$ cat config.mk
export PLATFORM = sky130hd
export DESIGN_NAME = irl_latch
export DESIGN_NICKNAME = d
export VERILOG_FILES = /design/src/rtl/irl_pkg.sv /design/src/rtl/irl_ack_dec.sv /design/src/rtl/irl_mode_reg.sv /design/src/rtl/irl_line_cell.sv /design/src/rtl/irl_latch.sv
export SDC_FILE = /design/constraint.sdc
export NUM_CORES = 1
export LEC_CHECK = 0
export BUFFER_PORTS_ARGS = -buffer_cell sky130_fd_sc_hd__buf_4
export CELL_PAD_IN_SITES_DETAIL_PLACEMENT = 0
export CELL_PAD_IN_SITES_GLOBAL_PLACEMENT = 1
export CORE_MARGIN = 10
export CORE_UTILIZATION = 34
export CTS_CLUSTER_SIZE = 24
export DETAILED_ROUTE_END_ITERATION = 8
export GPL_ROUTABILITY_DRIVEN = 0
export MAX_ROUTING_LAYER = met4
export PLACE_DENSITY_LB_ADDON = 0.1
export SLEW_MARGIN = 20
export SYNTH_ARGS = -nofsm -noshare
export SYNTH_HDL_FRONTEND = slang
export SYNTH_HIERARCHICAL = 1
export SYNTH_SLANG_ARGS = --single-unit
$ cat constraint.sdc
create_clock -name clk -period 1.2 [get_ports clk]
set_input_delay 0.06 -clock clk [delete_from_list [all_inputs] [get_ports clk]]
set_output_delay 0.06 -clock clk [all_outputs]
set_load 0.05 [all_outputs]
$ cat src/rtl/irl_pkg.sv
package irl_pkg;

   typedef enum logic {
      TRIG_EDGE  = 1'b0,
      TRIG_LEVEL = 1'b1
   } trig_e;

   typedef struct packed {
      logic pend;
      logic last;
   } line_state_t;

   function automatic line_state_t irl_line_next(
      input trig_e       trig,
      input logic        lvl,
      input logic        ack_hit,
      input line_state_t cur
   );
      line_state_t nx;
      nx.last = lvl;
      if (trig == TRIG_LEVEL) begin
         nx.pend = lvl;
      end else begin
         nx.pend = (cur.pend & ~ack_hit) | (lvl & ~cur.last);
      end
      return nx;
   endfunction

endpackage

$ cat src/rtl/irl_ack_dec.sv
module irl_ack_dec #(
   parameter int LINES = 8,
   parameter int IDX_W = 3
) (
   input  logic             vld,
   input  logic [IDX_W-1:0] idx,
   output logic [LINES-1:0] hit
);

   for (genvar g = 0; g < LINES; g++) begin : g_hit
      assign hit[g] = vld && (idx == IDX_W'(g));
   end

endmodule

$ cat src/rtl/irl_mode_reg.sv
module irl_mode_reg #(
   parameter int               LINES = 8,
   parameter logic [LINES-1:0] WMASK = '1
) (
   input  logic             clk,
   input  logic             rst_n,
   input  logic             wr,
   input  logic [LINES-1:0] wdata,
   output logic [LINES-1:0] mode
);

   for (genvar g = 0; g < LINES; g++) begin : g_bit
      if (WMASK[g]) begin : g_rw
         logic bit_q;
         always_ff @(posedge clk) begin
            if (!rst_n) begin
               bit_q <= 1'b0;
            end else if (wr) begin
               bit_q <= wdata[g];
            end
         end
         assign mode[g] = bit_q;
      end else begin : g_fixed
         assign mode[g] = 1'b0;
      end
   end

endmodule

$ cat src/rtl/irl_line_cell.sv
module irl_line_cell
   import irl_pkg::*;
(
   input  logic clk,
   input  logic rst_n,
   input  logic lvl,
   input  logic level_mode,
   input  logic ack_hit,
   output logic pend
);

   line_state_t st_q;
   line_state_t st_d;
   trig_e       trig;

   assign trig = level_mode ? TRIG_LEVEL : TRIG_EDGE;

   always_comb begin
      st_d = irl_line_next(trig, lvl, ack_hit, st_q);
   end

   always_ff @(posedge clk) begin
      if (!rst_n) begin
         st_q <= '0;
      end else begin
         st_q <= st_d;
      end
   end

   assign pend = st_q.pend;

endmodule

$ cat src/rtl/irl_latch.sv
module irl_latch #(
   parameter int               LINES = 8,
   parameter logic [LINES-1:0] WMASK = 8'hF8,
   parameter int               IDX_W = (LINES > 1) ? $clog2(LINES) : 1
) (
   input  logic             clk,
   input  logic             rst_n,
   input  logic [LINES-1:0] req_in,
   input  logic             ack_vld,
   input  logic [IDX_W-1:0] ack_idx,
   input  logic             mode_wr,
   input  logic [LINES-1:0] mode_wdata,
   output logic [LINES-1:0] irr_q,
   output logic [LINES-1:0] mode_q
);

   localparam int IDX_SPAN = 1 << IDX_W;

   if (LINES < 1) begin : g_bad_lines
      $error("irl_latch: LINES must be at least 1");
   end
   if (IDX_SPAN < LINES) begin : g_bad_idx
      $error("irl_latch: IDX_W too narrow for LINES");
   end

   logic [LINES-1:0] ack_hit;

   irl_ack_dec #(.LINES(LINES), .IDX_W(IDX_W)) u_ack_dec (
      .vld (ack_vld),
      .idx (ack_idx),
      .hit (ack_hit)
   );

   irl_mode_reg #(.LINES(LINES), .WMASK(WMASK)) u_mode_reg (
      .clk   (clk),
      .rst_n (rst_n),
      .wr    (mode_wr),
      .wdata (mode_wdata),
      .mode  (mode_q)
   );

   for (genvar g = 0; g < LINES; g++) begin : g_line
      irl_line_cell u_cell (
         .clk        (clk),
         .rst_n      (rst_n),
         .lvl        (req_in[g]),
         .level_mode (mode_q[g]),
         .ack_hit    (ack_hit[g]),
         .pend       (irr_q[g])
      );
   end

endmodule

==> impl_metrics.json, run 1 <==
{
  "r2r_end": "g_line[5].u_cell/pend$_SDFF_PN0_",
  "hp-class": "primary input to flip-flop",
  "dp.cells": 136,
  "outcome": "completed",
  "clockBufferDepth": 2,
  "areaGrowthSynthToFinish_pct": 35.5,
  "rows": 18,
  "fin_crit_ns": 0.969,
  "finalHoldViolations": 0,
  "endpoint": "mode_q[7]",
  "rr_startpoint": "u_mode_reg/g_bit[5].g_rw.bit_q$_SDFFE_PN0P_",
  "grt_antenna_before_repair": 0,
  "fin_cells": 149,
  "yosysTopAreaCell": "dfxtp_1",
  "cts_sinks": 21,
  "max_stage_delay_ns": 0.39,
  "initial_core_util_pct": 36.7,
  "syn-instance-count": 81,
  "root_buffer": "clkbuf_4",
  "core-area_um2": 2540,
  "arrival_ns": 0.91,
  "met2_usage_pct": 12.0,
  "cp_slowest_cell": "dfxtp_1",
  "die_w_um": 72.4,
  "end_kind": "primary output",
  "drtIter0Drc": 12,
  "clk_pin_slew_ns": 0.12,
  "drt-total-wl_um": 1980,
  "drive_gt1_share_pct": 37.0,
  "seq_area_frac_synth_pct": 45.0,
  "r2r_slack_ns": 0.35,
  "via_per_inst": 4.54,
  "critPathRequiredTime_ns": 1.14,
  "grt_pass1_wl_um": 3190,
  "firstDrtPassIters": 3,
  "grt_max_degree": 22,
  "numCtsBuffers": 3,
  "finalCritPeriodShare_pct": 80.7,
  "ff2ff_path_depth": 2,
  "drcViolationCount": 0,
  "grt_busiest_layer": "met2",
  "crit_cells": 1,
  "yosys.cell_types.count": 14,
  "crit_fanout": 4,
  "use_met1_pct": 8.18,
  "post-cts-setup-buffer-count": 0,
  "grt_usage_pct": 7.58,
  "ios": 39,
  "critPathKind": "flip-flop to primary output",
  "crit_chain": "buf_4",
  "max-cap-violations": 0,
  "vias": 677,
  "setup_viol": 0,
  "finalClockSkew_ns": 0.00209,
  "ys_ff_latch": 21,
  "startpoint": "u_mode_reg/g_bit[7].g_rw.bit_q$_SDFFE_PN0P_",
  "layout_common_cells": "buf_4 (32), dfxtp_1 (21), dlygate4sd3_1 (9)",
  "p_leak_nw": 0.628,
  "ys_warn_count": 6,
  "route.antenna.remaining_nets": 0,
  "path_buf_inv": 1,
  "synth_area_per_cell_um2": 11.5,
  "final_common_cell": "buf_4",
  "ir_drop_mv": 0.877,
  "critPathTopFamily": "flip-flops",
  "cts_tree": "yes",
  "hold_ws_ns": 0.0136,
  "wire_per_inst_um": 13.3,
  "io_buffers": 32,
  "drv_slew": 0,
  "grtUsageMet3_pct": 4.49,
  "rsz0062_at_grt": "no",
  "final_nets": 143,
  "antenna_cells": 0,
  "synth_area_leaders": "dfxtp_1 (45%), and4bb_1 (11%), a21o_1 (6.4%)",
  "worstSkewPairLatency_ns": 0.30,
  "die_y_um": 72.4,
  "dp_hpwl_um": 1510,
  "synth_top_area_share_pct": 45.0,
  "grt_pass1_vias": 733,
  "htreeDepth": 1,
  "die_area_um2": 5240,
  "syn_area_um2": 933,
  "fmax_ghz": 1.03,
  "tns_ns": 0,
  "p_per_area_nw_per_um2": 1180,
  "setup.worst_path.start_class": "flip-flop",
  "overflow": 0
}
-- per-stage QoR --
stage / cell area, um2 / setup slack (ns) / util (%) / total power, mW
final: 1260 / 0.231 / 49.7 / 1.49
after global routing: 1260 / 0.153 / 49.7 / 1.57
after CTS: 1250 / 0.207 / 49.3 / 1.51
after detailed placement: 1150 / 0.272 / 45.1 / 1.14
after global placement: 1150 / 0.288 / 45.1 / 1.14
after floorplan: 941 / 0.222 / - / 1.03
-- synth_stat cells --
| cell | n |
|---|---|
| a21o_1 | 8 |
| and2_1 | 8 |
| and4_2 | 1 |
| and4b_2 | 3 |
| and4bb_1 | 8 |
| and4bb_2 | 3 |
| buf_4 | 8 |
| buf_6 | 1 |
| conb_1 | 1 |
| dfxtp_1 | 21 |
| mux2i_1 | 5 |
| nand2b_1 | 8 |
| nor2b_1 | 5 |
| nor4b_2 | 1 |
-- final cells by class --
cell class | instances | area [um2]
Clock buffer | 3 | 22.5
Fill cell | 238 | 1280
Sequential cell | 21 | 420
Tap cell | 30 | 37.5
Multi-Input combinational cell | 53 | 449
Timing Repair Buffer | 41 | 330
Clock inverter | 1 | 5.00
-- timing repair --
action | in CTS | in global routing
endpoints found under the hold margin | 8 | 1
setup endpoints to repair | 0 | 0
hold buffers | 8 | 1
resized for setup | 0 | 0
-- routing by layer --
metal  vias up  share of wire, %
met5         -                 0
met4         0              0.51
met3         2               8.9
met2        24                44
met1       297                46
li1        354                 -
-- cells by family after synthesis --
family | Yosys count | synth area share [%]
compound gates | 8 | 6.43
buf+inv | 9 | 7.64
flops | 21 | 45.0
mux | 5 | 5.36
other cells | 1 | 0.402
simple gates | 37 | 35.1
-- power breakdown --
part / total (mW) / switching [mW] / internal, mW
logic: 0.377 / 0.215 / 0.162
clock network: 0.340 / 0.215 / 0.124
registers: 0.770 / 0.0236 / 0.746
-- flip-flops by register name, summed over array words and instances (netlist names) --
name	cells
g_line.u_cell/pend	8
g_line.u_cell/st_q	8
u_mode_reg/g_bit.g_rw.bit_q	5
-- how the worst min path moves through the flow --
stage | cells past startpoint | from | slack (ns) | endpoint
2_1_floorplan | 1 | rst_n | 0.19 | u_mode_reg/g_bit[3].g_rw.bit_q$_SDFFE_PN0P_
3_3_place_gp | 2 | req_in[6] | 0.29 | g_line[6].u_cell/st_q[0]$_SDFF_PN0_
3_5_place_dp | 2 | req_in[5] | 0.29 | g_line[5].u_cell/st_q[0]$_SDFF_PN0_
4_1_cts | 3 | mode_wdata[6] | 0.007 | u_mode_reg/g_bit[6].g_rw.bit_q$_SDFFE_PN0P_
5_1_grt | 3 | mode_wdata[4] | 0.01 | u_mode_reg/g_bit[4].g_rw.bit_q$_SDFFE_PN0P_
6_report | 3 | mode_wdata[6] | 0.01 | u_mode_reg/g_bit[6].g_rw.bit_q$_SDFFE_PN0P_
(Power assumes the default switching activity.)
==> inputs of run 2 (changes only) <==
--- a/config.mk
+++ b/config.mk
@@ -5,11 +5,12 @@
 export SDC_FILE = /design/constraint.sdc
 export NUM_CORES = 1
 export LEC_CHECK = 0
+export ABC_AREA = 1
 export BUFFER_PORTS_ARGS = -buffer_cell sky130_fd_sc_hd__buf_4
 export CELL_PAD_IN_SITES_DETAIL_PLACEMENT = 0
 export CELL_PAD_IN_SITES_GLOBAL_PLACEMENT = 1
 export CORE_MARGIN = 10
-export CORE_UTILIZATION = 34
+export CORE_UTILIZATION = 31
 export CTS_CLUSTER_SIZE = 24
 export DETAILED_ROUTE_END_ITERATION = 8
 export GPL_ROUTABILITY_DRIVEN = 0
==> constraint.sdc (replaced) <==
create_clock -name clk -period 1 [get_ports clk]
set_input_delay 0.05 -clock clk [delete_from_list [all_inputs] [get_ports clk]]
set_output_delay 0.05 -clock clk [all_outputs]
set_load 0.05 [all_outputs]
==> run 2 against run 1 <==
Against the previous run:
- count of clock-buffer cells in the layout rose by 1
- core utilization decreased by 5.5 points
- die area rose by 11%
- synthesized cell count grew 99%
- sequential power up 22%
- global-route usage rose by 0.54 points
- worst hold slack improved by 0.017 ns
- first-iteration DRC count rose to 3.9 times the previous value
- setup slack got worse by 0.18 ns
- combinational power rose by 33%
- sequential share of layout area is 1.7 points lower
- critical endpoint is now mode_q[3]
==> impl_metrics.json, run 2 <==
{
  "via_per_inst": 3.64,
  "synth_ff_type": "dfxtp_1",
  "crit_fanout": 4,
  "antenna_cells": 0,
  "postSynth.asyncResetShare_pct": 0,
  "yosysTopAreaCell": "dfxtp_1",
  "cts_tree": "yes",
  "fin_crit_ns": 0.945,
  "critPathRequiredTime_ns": 0.95,
  "root_buffer": "clkbuf_4",
  "synth_top_area_share_pct": 42.7,
  "max_stage_delay_ns": 0.41,
  "ir_drop_mv": 0.499,
  "firstDrtPassIters": 3,
  "fmax_ghz": 1.06,
  "cp_slowest_cell": "dfxtp_1",
  "clk_pin_slew_ns": 0.11,
  "post-cts-setup-buffer-count": 0,
  "setup_viol": 0,
  "drcViolationCount": 0,
  "rsz0062_at_grt": "no",
  "multi_input_area_um2": 349,
  "tns_ns": 0,
  "hold_ws_ns": 0.0308,
  "r2r_slack_ns": 0.33,
  "drt-total-wl_um": 2200,
  "synth_area_leaders": "dfxtp_1 (43%), nand2_1 (21%), nor2_1 (13%)",
  "grtUsageMet3_pct": 2.95,
  "use_met1_pct": 9.01,
  "layout_common_cells": "nand2_1 (56), nor2_1 (34), inv_1 (32), buf_4 (26), dfxtp_1 (17)",
  "netlist_top_cells_count": "nand2_1 (56), nor2_1 (34), inv_1 (32)",
  "cts_sinks": 21,
  "p_per_area_nw_per_um2": 1360,
  "ios": 39,
  "finalCritPeriodShare_pct": 94.5,
  "synth-edff-count": 0,
  "numCtsBuffers": 3,
  "vias": 881,
  "hp-class": "primary input to flip-flop",
  "arrival_ns": 0.89,
  "die_y_um": 76.3,
  "syn-instance-count": 161,
  "drv_slew": 0,
  "fillCellCount": 348,
  "finalClockSkew_ns": 0.000481,
  "grt_usage_pct": 8.12,
  "wire_per_inst_um": 9.07,
  "ff_latch_area_um2": 425,
  "syn_area_um2": 983,
  "critPathTopFamily": "flip-flops",
  "end_kind": "primary output",
  "route.antenna.remaining_nets": 0,
  "grt_antenna_before_repair": 0,
  "dp_hpwl_um": 1680,
  "setup.worst_path.start_class": "flip-flop",
  "drive_gt1_share_pct": 23.7,
  "postLayoutCoreUtil_pct": 44.2,
  "rows": 20,
  "die_w_um": 76.3,
  "yosysMostFrequentCell": "nand2_1",
  "clockBufferDepth": 2,
  "synth_area_per_cell_um2": 6.11,
  "areaGrowthSynthToFinish_pct": 37.1,
  "die_area_um2": 5830,
  "drtIter0Drc": 47,
  "seq_area_frac_synth_pct": 42.7,
  "yosys.cell_types.count": 8,
  "finalHoldViolations": 0,
  "path_buf_inv": 1,
  "ys_ff_latch": 21,
  "outcome": "completed",
  "grt_max_degree": 22,
  "final_nets": 222,
  "final_common_cell": "nand2_1",
  "core-area_um2": 3050,
  "ys_warn_count": 6,
  "p_leak_nw": 0.779,
  "grt_busiest_layer": "met2",
  "io_buffers": 32,
  "met2_usage_pct": 12.4,
  "htreeDepth": 1,
  "initial_core_util_pct": 32.2,
  "critPathKind": "flip-flop to primary output",
  "crit_chain": "buf_6",
  "grt_pass1_vias": 850,
  "grt_pass1_wl_um": 3780,
  "max-cap-violations": 0,
  "worstSkewPairLatency_ns": 0.30,
  "overflow": 0
}
run 2: cell count changes after synthesis, sizes merged:
cell,change
nand2,+56
inv,+40
nor2,+34
and4bb,-11
a21o,-8
and2,-8
nand2b,-8
mux2i,-5
nor2b,-5
and4b,-3
and4,-1
nor4b,-1
run 2: routing by layer:
layer | up-vias | share of wire, %
met5 | - | 0
met4 | 0 | 0.96
met3 | 2 | 5.1
met2 | 19 | 47
met1 | 354 | 47
li1 | 506 | -
run 2: worst paths after layout:
| path | start | end | depth (start not counted) |
|---|---|---|---|
| max reg2reg | u_mode_reg/g_bit[3].g_rw.bit_q$_SDFFE_PN0P_ | g_line[3].u_cell/pend$_SDFF_PN0_ | 3 |
| min | mode_wdata[7] | u_mode_reg/g_bit[7].g_rw.bit_q$_SDFFE_PN0P_ | 5 |
| max | u_mode_reg/g_bit[3].g_rw.bit_q$_SDFFE_PN0P_ | mode_q[3] | 1 |
| min reg2reg | g_line[5].u_cell/st_q[0]$_SDFF_PN0_ | g_line[5].u_cell/pend$_SDFF_PN0_ | 3 |
run 2: cells by family (layout without fill, tap and decap cells):
| logic type | Yosys count | in the layout | synth area share, % |
|---|---|---|---|
| buf+inv | 49 | 84 | 22.5 |
| simple gates | 90 | 90 | 34.4 |
| other cells | 1 | 3 | 0.381 |
| flops | 21 | 21 | 42.7 |
run 2: repair_timing:
| item | CTS | global route |
|---|---|---|
| hold buffers | 8 | 0 |
| resized for setup | 1 | 9 |
| endpoints found under the hold margin | 8 | 0 |
| setup endpoints to repair | 1 | 6 |
run 2: stage by stage:
step,setup WS (ns),power [mW],cells,instance area (um2)
final,0.0553,1.84,242,1350
after global routing,0.00525,2.00,242,1350
after CTS,0.000910,1.87,242,1330
after detailed placement,0.307,1.42,230,1210
after global placement,0.311,1.42,230,1210
after floorplan,0.0864,1.29,163,991
run 2: area by class of cell:
cell class / instances / share of cell area (%)
multi-input cells: 93 / 25.9
clock buffers: 4 / 1.95
flip-flops and latches: 21 / 31.5
repair buffers: 40 / 25.4
inverters: 40 / 11.1
well taps: 44 / 4.08
run 2: power by group:
part / switching [mW] / internal [mW]
clock: 0.245 / 0.155
combinational: 0.315 / 0.188
sequential: 0.0368 / 0.900
==> inputs of run 3 (changes only) <==
--- a/config.mk
+++ b/config.mk
@@ -5,12 +5,11 @@
 export SDC_FILE = /design/constraint.sdc
 export NUM_CORES = 1
 export LEC_CHECK = 0
-export ABC_AREA = 1
 export BUFFER_PORTS_ARGS = -buffer_cell sky130_fd_sc_hd__buf_4
 export CELL_PAD_IN_SITES_DETAIL_PLACEMENT = 0
 export CELL_PAD_IN_SITES_GLOBAL_PLACEMENT = 1
 export CORE_MARGIN = 10
-export CORE_UTILIZATION = 31
+export CORE_UTILIZATION = 34
 export CTS_CLUSTER_SIZE = 24
 export DETAILED_ROUTE_END_ITERATION = 8
 export GPL_ROUTABILITY_DRIVEN = 0
==> run 3 against run 2 <==
Against the previous run:
- die area fell by 10%
- non-clock buffer count up 2
- count of clock-buffer cells in the layout did not move
- clock skew rose by 0.0023 ns
- global-route usage fell by 0.62 points
- cell area decreased by 4.5%
- setup slack gained 0.016 ns
- critical path type unchanged
- critical endpoint is now mode_q[4]
==> impl_metrics.json, run 3 (synthesized netlist as in run 1, its figures left out) <==
{
  "firstDrtPassIters": 4,
  "finalClockSkew_ns": 0.00276,
  "cts_sinks": 21,
  "arrival_ns": 0.88,
  "drtIter0Drc": 10,
  "fillCellCount": 236,
  "htreeDepth": 1,
  "max-cap-violations": 0,
  "cts_tree": "yes",
  "areaGrowthSynthToFinish_pct": 38.1,
  "core-area_um2": 2540,
  "fin_cells": 150,
  "dp_hpwl_um": 1510,
  "max_stage_delay_ns": 0.37,
  "grt_pass1_vias": 721,
  "die_area_um2": 5240,
  "antenna_cells": 0,
  "postLayoutCoreUtil_pct": 50.6,
  "grt_antenna_before_repair": 0,
  "placed_cell_area_um2": 1150,
  "fin_crit_ns": 0.929,
  "finalHoldViolations": 0,
  "critPathKind": "flip-flop to primary output",
  "route.antenna.remaining_nets": 0,
  "crit_chain": "buf_4",
  "root_buffer": "clkbuf_4",
  "setup_viol": 0,
  "numCtsBuffers": 3,
  "tns_ns": 0,
  "fmax_ghz": 1.08,
  "overflow": 0,
  "setup.worst_path.start_class": "flip-flop",
  "clk_pin_slew_ns": 0.11,
  "final_common_cell": "buf_4",
  "fin_area_um2": 1290,
  "grt_pass1_wl_um": 3080,
  "drt-total-wl_um": 2040,
  "p_per_area_nw_per_um2": 1390,
  "io_buffers": 32,
  "rows": 18,
  "vias": 681,
  "path_buf_inv": 1,
  "crit_fanout": 4,
  "finalCritPeriodShare_pct": 92.9,
  "ios": 39,
  "p_leak_nw": 0.633,
  "critPathRequiredTime_ns": 0.95,
  "outcome": "completed",
  "worstSkewPairLatency_ns": 0.29,
  "drv_slew": 0,
  "drcViolationCount": 0,
  "power_mw": 1.79,
  "dp.cells": 136,
  "die_w_um": 72.4,
  "rsz0062_at_grt": "no",
  "initial_core_util_pct": 36.7,
  "wire_per_inst_um": 13.6,
  "cp_slowest_cell": "dfxtp_1",
  "hp-class": "primary input to flip-flop",
  "grt_usage_pct": 7.50,
  "final_nets": 144,
  "critPathTopFamily": "flip-flops",
  "end_kind": "primary output",
  "clockBufferDepth": 2,
  "layout_common_cells": "buf_4 (28), dfxtp_1 (21), dlygate4sd3_1 (10)",
  "drive_gt1_share_pct": 35.8,
  "die_y_um": 72.4,
  "grt_max_degree": 22,
  "ir_drop_mv": 0.827,
  "via_per_inst": 4.54
}
-- run 3: layout make-up --
type	count	area [um2]	area share, %
Clock buffer	4	26.3	2.04
Tap cell	30	37.5	2.91
Timing Repair Buffer	42	355	27.6
Sequential cell	21	420	32.6
Multi-Input combinational cell	53	449	34.9
-- run 3: path summary, 6_finish.rpt --
| check | startpoint | to | slack [ns] | cells after the start |
|---|---|---|---|---|
| worst max-delay path | u_mode_reg/g_bit[4].g_rw.bit_q$_SDFFE_PN0P_ | mode_q[4] | 0.07 | 1 |
| worst min register to register | g_line[2].u_cell/st_q[0]$_SDFF_PN0_ | g_line[2].u_cell/pend$_SDFF_PN0_ | 0.49 | 2 |
| worst min-delay path | mode_wdata[6] | u_mode_reg/g_bit[6].g_rw.bit_q$_SDFFE_PN0P_ | 0.02 | 3 |
| worst max register to register | u_mode_reg/g_bit[3].g_rw.bit_q$_SDFFE_PN0P_ | g_line[3].u_cell/pend$_SDFF_PN0_ | 0.13 | 2 |
-- run 3: layer usage --
layer / vias up / share of wire (%) / track usage (%)
met3: 2 / 6.7 / 4.08
met5: - / 0 / -
li1: 358 / - / -
met4: 0 / 0.49 / 1.90
met2: 22 / 45 / 11.9
met1: 299 / 47 / 8.03
-- run 3: power breakdown --
part | switching [mW] | internal [mW] | leakage (nW)
combinational | 0.260 | 0.203 | 0.443
clock | 0.247 | 0.155 | 0.0150
sequential | 0.0295 | 0.895 | 0.175
total | 0.537 | 1.25 | 0.633
-- run 3: tightest hold or removal path, stage by stage --
cell     delay (ns)
buf_4          0.07
mux2i_1        0.06
nor2b_1        0.09
-- run 3: repair_timing --
action,in CTS,in global routing
setup endpoints to repair,0,4
endpoints found under the hold margin,8,2
hold buffers,8,2
gates resized for setup,0,4
setup buffers,0,0
-- run 3: per-stage QoR --
| step | setup slack (ns) | hold WS [ns] |
|---|---|---|
| after global placement | 0.0981 | 0.280 |
| after detailed placement | 0.0828 | 0.284 |
| after global routing | 0.00425 | 0.0137 |
| after CTS | 0.0284 | 0.00213 |
| final | 0.0711 | 0.0165 |
| after floorplan | 0.0218 | 0.178 |
